**src/rtl/tlb_pkg.sv**
```systemverilog
// Shared types for the translation buffer.
// Assumes: permission is two bits, bit 0 = write allowed, bit 1 = user allowed.
package tlb_pkg;

    typedef struct packed {
        logic usr_ok;
        logic wr_ok;
    } perm_t;

    typedef enum logic [1:0] {
        WK_IDLE = 2'd0,
        WK_REQ  = 2'd1,
        WK_WAIT = 2'd2
    } walk_st_e;

    // True when the access kind is not permitted by the entry.
    function automatic logic perm_denied(input perm_t p, input logic wr, input logic usr);
        return (wr & ~p.wr_ok) | (usr & ~p.usr_ok);
    endfunction

endpackage

```
**src/rtl/tlb_cam.sv**
```systemverilog
// Entry storage with parallel page-number compare.
// Does: holds ENTRIES mappings, compares the lookup page against all of them
//       at once and returns the matching entry's page and permission.
// Assumes: at most one entry matches (refills only happen on a miss);
//          flush has priority over a write in the same cycle.
module tlb_cam
    import tlb_pkg::*;
#(
    parameter int ENTRIES = 32,
    parameter int VPN_W   = 20,
    parameter int PPN_W   = 20,
    localparam int IDX_W  = $clog2(ENTRIES)
) (
    input  logic               clk,
    input  logic               rst_n,
    input  logic               flush,
    input  logic               wr_en,
    input  logic [IDX_W-1:0]   wr_idx,
    input  logic [VPN_W-1:0]   wr_vpn,
    input  logic [PPN_W-1:0]   wr_ppn,
    input  perm_t              wr_perm,
    input  logic [VPN_W-1:0]   lk_vpn,
    output logic               match_any,
    output logic [PPN_W-1:0]   match_ppn,
    output perm_t              match_perm,
    output logic [ENTRIES-1:0] valid_vec
);

    logic [VPN_W-1:0]   ent_vpn  [ENTRIES];
    logic [PPN_W-1:0]   ent_ppn  [ENTRIES];
    perm_t              ent_perm [ENTRIES];
    logic [ENTRIES-1:0] ent_valid;
    logic [ENTRIES-1:0] match_vec;

    // Valid bits: cleared by reset or flush, set by a refill write.
    always_ff @(posedge clk) begin
        if (!rst_n || flush) begin
            ent_valid <= '0;
        end else if (wr_en) begin
            ent_valid[wr_idx] <= 1'b1;
        end
    end

    // Entry payload: written on refill, no reset needed.
    always_ff @(posedge clk) begin
        for (int i = 0; i < ENTRIES; i++) begin
            if (wr_en && !flush && wr_idx == IDX_W'(i)) begin
                ent_vpn[i]  <= wr_vpn;
                ent_ppn[i]  <= wr_ppn;
                ent_perm[i] <= wr_perm;
            end
        end
    end

    // One comparator per entry.
    for (genvar g = 0; g < ENTRIES; g++) begin : g_cmp
        assign match_vec[g] = ent_valid[g] && (ent_vpn[g] == lk_vpn);
    end

    // OR-mux of the (one-hot) matching entry.
    always_comb begin
        match_ppn  = '0;
        match_perm = '0;
        for (int i = 0; i < ENTRIES; i++) begin
            if (match_vec[i]) begin
                match_ppn  = match_ppn | ent_ppn[i];
                match_perm = match_perm | ent_perm[i];
            end
        end
    end

    assign match_any = |match_vec;
    assign valid_vec = ent_valid;

endmodule

```
**src/rtl/tlb_victim.sv**
```systemverilog
// Victim selection for refills.
// Does: picks the lowest-numbered invalid entry if any, else the entry under a
//       round-robin pointer; the pointer moves to the slot after each victim used.
// Assumes: advance is high for exactly the cycle a refill is written.
module tlb_victim #(
    parameter int ENTRIES = 32,
    localparam int IDX_W  = $clog2(ENTRIES)
) (
    input  logic               clk,
    input  logic               rst_n,
    input  logic [ENTRIES-1:0] valid_vec,
    input  logic               advance,
    output logic [IDX_W-1:0]   victim_idx
);

    logic [IDX_W-1:0] rr_ptr;
    logic [IDX_W-1:0] free_idx;
    logic             free_any;

    // Lowest-index invalid entry (scan from top so the lowest wins).
    always_comb begin
        free_idx = '0;
        free_any = 1'b0;
        for (int i = ENTRIES - 1; i >= 0; i--) begin
            if (!valid_vec[i]) begin
                free_idx = IDX_W'(i);
                free_any = 1'b1;
            end
        end
    end

    assign victim_idx = free_any ? free_idx : rr_ptr;

    // Round-robin pointer: slot after the victim just filled, wrapping.
    always_ff @(posedge clk) begin
        if (!rst_n) begin
            rr_ptr <= '0;
        end else if (advance) begin
            rr_ptr <= (victim_idx == IDX_W'(ENTRIES - 1)) ? '0 : victim_idx + 1'b1;
        end
    end

endmodule

```
**src/rtl/tlb_walk_fsm.sv**
```systemverilog
// Refill sequencer towards the external table walker.
// Does: on a miss, captures the page number, issues a valid/ready request,
//       waits for the one-cycle response and signals the install.
// Assumes: the walker answers each accepted request exactly once.
module tlb_walk_fsm
    import tlb_pkg::*;
#(
    parameter int VPN_W = 20
) (
    input  logic             clk,
    input  logic             rst_n,
    input  logic             flush,
    input  logic             miss,
    input  logic [VPN_W-1:0] miss_vpn,
    input  logic             req_ready,
    input  logic             rsp_valid,
    output logic             busy,
    output logic             req_valid,
    output logic [VPN_W-1:0] req_vpn,
    output logic             install
);

    walk_st_e         state;
    logic [VPN_W-1:0] vpn_q;

    // State sequence: idle -> request -> wait for response -> idle.
    always_ff @(posedge clk) begin
        if (!rst_n) begin
            state <= WK_IDLE;
            vpn_q <= '0;
        end else begin
            unique case (state)
                WK_IDLE: if (miss) begin
                    state <= WK_REQ;
                    vpn_q <= miss_vpn;
                end
                WK_REQ:  if (req_ready) state <= WK_WAIT;
                WK_WAIT: if (rsp_valid) state <= WK_IDLE;
                default: state <= WK_IDLE;
            endcase
        end
    end

    assign busy      = (state != WK_IDLE);
    assign req_valid = (state == WK_REQ);
    assign req_vpn   = vpn_q;
    assign install   = (state == WK_WAIT) && rsp_valid && !flush;

endmodule

```
**src/rtl/tlb_xlate.sv**
```systemverilog
// Fully associative translation buffer, top level.
// Does: translates page numbers in the lookup cycle, checks permissions,
//       refills misses from an external walker, flushes on request.
// Assumes: the requester holds lk_vaddr/lk_write/lk_user stable while
//          lk_valid is high and lk_ready is low.
module tlb_xlate
    import tlb_pkg::*;
#(
    parameter int ENTRIES   = 32,
    parameter int VA_W      = 32,
    parameter int PA_W      = 32,
    parameter int PAGE_BITS = 12,
    localparam int VPN_W    = VA_W - PAGE_BITS,
    localparam int PPN_W    = PA_W - PAGE_BITS,
    localparam int IDX_W    = $clog2(ENTRIES)
) (
    input  logic             clk,
    input  logic             rst_n,
    input  logic             flush,
    input  logic             lk_valid,
    output logic             lk_ready,
    input  logic [VA_W-1:0]  lk_vaddr,
    input  logic             lk_write,
    input  logic             lk_user,
    output logic             rsp_hit,
    output logic             rsp_fault,
    output logic [PA_W-1:0]  rsp_paddr,
    output logic             walk_req_valid,
    input  logic             walk_req_ready,
    output logic [VPN_W-1:0] walk_req_vpn,
    input  logic             walk_rsp_valid,
    input  logic [PPN_W-1:0] walk_rsp_ppn,
    input  logic [1:0]       walk_rsp_perm
);

    logic               busy;
    logic               accept;
    logic               match_any;
    logic [PPN_W-1:0]   match_ppn;
    perm_t              match_perm;
    logic [ENTRIES-1:0] valid_vec;
    logic [IDX_W-1:0]   victim_idx;
    logic               install;
    logic               denied;
    logic [VPN_W-1:0]   lk_vpn;

    assign lk_vpn   = lk_vaddr[VA_W-1:PAGE_BITS];
    assign lk_ready = !busy;
    assign accept   = lk_valid && lk_ready;
    assign denied   = perm_denied(match_perm, lk_write, lk_user);

    tlb_cam #(
        .ENTRIES (ENTRIES),
        .VPN_W   (VPN_W),
        .PPN_W   (PPN_W)
    ) u_cam (
        .clk        (clk),
        .rst_n      (rst_n),
        .flush      (flush),
        .wr_en      (install),
        .wr_idx     (victim_idx),
        .wr_vpn     (walk_req_vpn),
        .wr_ppn     (walk_rsp_ppn),
        .wr_perm    (perm_t'(walk_rsp_perm)),
        .lk_vpn     (lk_vpn),
        .match_any  (match_any),
        .match_ppn  (match_ppn),
        .match_perm (match_perm),
        .valid_vec  (valid_vec)
    );

    tlb_victim #(
        .ENTRIES (ENTRIES)
    ) u_victim (
        .clk        (clk),
        .rst_n      (rst_n),
        .valid_vec  (valid_vec),
        .advance    (install),
        .victim_idx (victim_idx)
    );

    tlb_walk_fsm #(
        .VPN_W (VPN_W)
    ) u_walk (
        .clk       (clk),
        .rst_n     (rst_n),
        .flush     (flush),
        .miss      (accept && !match_any),
        .miss_vpn  (lk_vpn),
        .req_ready (walk_req_ready),
        .rsp_valid (walk_rsp_valid),
        .busy      (busy),
        .req_valid (walk_req_valid),
        .req_vpn   (walk_req_vpn),
        .install   (install)
    );

    // Response: hit with translated address, or fault on permission failure.
    always_comb begin
        rsp_hit   = accept && match_any && !denied;
        rsp_fault = accept && match_any && denied;
        rsp_paddr = rsp_hit ? {match_ppn, lk_vaddr[PAGE_BITS-1:0]} : '0;
    end

endmodule

```
**config.mk**
```make
export PLATFORM = sky130hd
export DESIGN_NAME = tlb_xlate
export DESIGN_NICKNAME = d
export VERILOG_FILES = /design/src/rtl/tlb_pkg.sv /design/src/rtl/tlb_cam.sv /design/src/rtl/tlb_victim.sv /design/src/rtl/tlb_walk_fsm.sv /design/src/rtl/tlb_xlate.sv
export SDC_FILE = /design/constraint.sdc
export NUM_CORES = 2
export LEC_CHECK = 0
export BUFFER_PORTS_ARGS = -buffer_cell sky130_fd_sc_hd__buf_4
export CELL_PAD_IN_SITES_DETAIL_PLACEMENT = 1
export CELL_PAD_IN_SITES_GLOBAL_PLACEMENT = 2
export CORE_ASPECT_RATIO = 0.6
export CORE_UTILIZATION = 50
export DETAILED_ROUTE_END_ITERATION = 10
export MAX_ROUTING_LAYER = met4
export PLACE_DENSITY_LB_ADDON = 0.1
export SLEW_MARGIN = 10
export SYNTH_ARGS = -nofsm -noshare
export SYNTH_HDL_FRONTEND = slang
export SYNTH_HIERARCHICAL = 1
export SYNTH_SLANG_ARGS = --single-unit
```
**constraint.sdc**
```tcl
create_clock -name clk -period 9.4 [get_ports clk]
set_input_delay 0.94 -clock clk [delete_from_list [all_inputs] [get_ports clk]]
set_output_delay 0.94 -clock clk [all_outputs]
set_load 0.02 [all_outputs]
```
==> qor.txt <==
Crit share post-route - 70.5%
Postcts setup bufs - 0
DRT antenna net count - 0
Sequential area share after synthesis - 71.9%
Yosys synthesis warning count - 6
Core Box Area - 114000 µm²
Filler instances - 10600
CP startpoint kind - input port
IO buf count - 117
CP endpoint kind - output port
Max frequency - 0.151 GHz
Max Root-Sink Buffers - 3
CP peak stage delay - 0.96 ns
Pin count of the biggest net entering global routing - 47
Vias per cell - 6.68
Status - finished clean
Critical path origin - lk_vaddr[26]
Maximum vdd drop - 0.000167 V
Root buffer cell - clkbuf_16
Total GRT Usage - 36.2%
Primary FF master, synth - edfxtp_1
Final std cells w/o fill - 5580
Delay-heaviest family, CP - simple AND/OR/NAND/NOR gates
Ratio of total power to cell area - 199 nW/µm²
Ys async rst share - 0%
Share of layout cells above drive strength 1 - 14.2%
Dpl ws - 2.91 ns
DR vias - 37300
DRT Pass-1 Iters - 6
Final hold slack - 0.439 ns
Pins Over Slew Limit - 0
Crit path kind - in -> out
Starting Density - 50.5%
Worst EP required - 8.46 ns
Std cell rows - 96
CTS tree - built
Mapped cell area - 57800 µm²
Most frequent CP cell - buf_4
1st-iter DRT viols - 5328
DP Wirelength - 119000 µm
Reg-to-reg endpoint - u_cam/ent_ppn[1][33]$_DFFE_PP_
Worst-path clk slew - 0.06 ns
CP max stage cell - nor2b_4
Wire per inst - 36.7 µm
Seq cells post-synth - 1403
Post-synth EDFFs - 1344
Area delta synth->final - 11.8%
Total die area - 117000 µm²
Gr ovfl total - 0
Initial antenna violation count - 36
Hold_buf cts - 0
CTS H-tree depth - 4
Residual DRC - 0
WP data arrival - 5.69 ns
Total placed cells including tap cells - 5317
Hold Crit Endpoint - u_walk/state[0]$_SDFFE_PN0P_
Fin crit period - 6.63 ns
Slew HR - 15.5%
Post-cts sizing count - 0
Final RePlAce weighted congestion - 0.937
Die W - 441 µm
Worst-Margin Slew - 1.27 ns
Clk_skew - 0.0219 ns
Endpoints failing hold - 0
Drt total wl - 205000 µm
Syn Area/Cell - 15.1 µm²
Reg2reg path depth - 7
WP buf/inv - 4
Synth unique cells - 74
First-pass GRT wire length - 285000 µm
Hold wc startpoint - walk_req_ready
RSZ-0062 raised after global routing - false
Final net count - 3998
Vias in the first global route - 37000
Worst R2R Start - u_cam/valid_vec[13]$_SDFFE_PP0P_
Final worst slack - 2.77 ns
Worst-path cell chain - buf_4 -> buf_4 -> xor2_1 -> nor4_1 -> and3_1 -> buf_4 -> nand3_1 -> nand4_1 -> or4_1 -> or4_1 -> nor2b_4 -> nor4b_1 -> buf_4
Worst-path fanout max - 34
Clk_lat worst skew - 0.77 ns
CTS buffer count - 134
Max cap viols - 0
Worst Hold Depth - 3
Final setup vio count - 0
Reg2Reg Setup Slack - 4.63 ns
Lkg Pwr - 20.3 nW
Setup TNS - 0 ns
Mapped Cells - 3823
Sink Count - 1403
Top Ports - 118
Syn Nets - 3887
Die span in y - 265 µm
Hold Path Class - in -> reg
-- synthesized netlist by cell type, types with 11 or more instances --
cell type	instances	area, µm²
or4_1	45	338
nand2b_1	11	68.8
dfxtp_1	59	1180
buf_4	43	323
and3_1	55	344
nand4_1	326	2040
nand2_1	56	210
buf_2	35	175
edfxtp_1	1344	40400
xor2_1	127	1110
and4_1	27	236
nor4_1	64	400
nand3_1	635	3180
a31oi_1	24	150
mux2i_1	22	220
clkbuf_1	134	503
xnor2_1	505	4420
a21oi_1	38	190
nor4b_2	26	390
buf_6	47	529
nor2_1	73	274
inv_1	17	63.8
-- layout make-up --
type	count	area, µm²	share of cell area [%]
diodes	19	47.5	0.0736
clock buffers	181	3730	5.77
clock inverters	63	502	0.777
inverters	17	63.8	0.0988
multi-input cells	2131	14900	23.1
flip-flops and latches	1403	41600	64.3
well taps	1519	1900	2.94
repair buffers	247	1850	2.87
-- worst max path at each step --
stage	end	slack, ns	cells past startpoint
after CTS	rsp_paddr[31]	2.84	13
after global placement	rsp_fault	3.07	13
after global routing	rsp_paddr[31]	2.70	13
after floorplan	rsp_paddr[0]	4.62	13
after detailed placement	rsp_fault	2.91	13
final	rsp_paddr[31]	2.77	13
-- worst register-to-register path, stage by stage, from the launching register on --
cell     delay [ns]
dfxtp_1        0.82
nand4_1        0.32
or2_1          0.37
nor3_1         0.91
buf_4          0.35
or3b_2         0.62
nor2_4         0.53
buf_4          0.48
-- report_power, final --
| part | switching [mW] | internal [mW] |
|---|---|---|
| registers | 0.0196 | 6.88 |
| logic | 0.433 | 0.140 |
| clock network | 2.39 | 2.96 |
-- stage by stage --
stage	cell area (µm²)	utilization, %	total power [mW]
after floorplan	57800	-	7.31
after global placement	60300	52.7	7.58
after detailed placement	60300	52.7	7.60
after CTS	64500	56.4	12.9
after global routing	64600	56.4	13.1
final	64600	56.4	12.8
-- logic make-up after synthesis --
family	after synthesis	synth area share, %
adders and majority gates	2	0.0433
AOI/OAI and AO/OA	109	1.29
and+or+nand+nor	1366	13.7
muxes	22	0.381
buffers and inverters	289	3.08
DFF	1403	71.9
xor gates and xnor gates	632	9.58
-- metal layers --
layer | up-vias | GRT usage [%] | routed length (µm) | share of wire, %
li1 | 14900 | - | - | -
met3 | 296 | 11.0 | 27300 | 13
met1 | 19700 | 52.8 | 86600 | 42
met4 | 0 | 8.79 | 4460 | 2.2
met5 | - | - | 0 | 0
met2 | 2401 | 49.2 | 86700 | 42
-- cells in the final DEF (no fill, tap or decap), types with 38 or more instances in the layout --
master / synthesis / layout
or4_1: 45 / 45
nand3_1: 635 / 635
nor2_1: 73 / 41
a21oi_1: 38 / 38
xor2_1: 127 / 127
dfxtp_1: 59 / 39
nand2_1: 56 / 56
xnor2_1: 505 / 505
edfxtp_1: 1344 / 1344
nand4_1: 326 / 326
clkbuf_16: 0 / 141
and3_1: 55 / 55
buf_4: 43 / 247
-- registers in the layout (all words and copies together), names as in the netlist --
| register | count |
|---|---|
| u_walk/state | 2 |
| u_cam/ent_ppn | 640 |
| u_walk/req_vpn | 20 |
| u_cam/valid_vec | 32 |
| u_cam/ent_vpn | 640 |
| u_cam/ent_perm | 64 |
| u_victim/rr_ptr | 5 |
(Power assumes the default switching activity.)
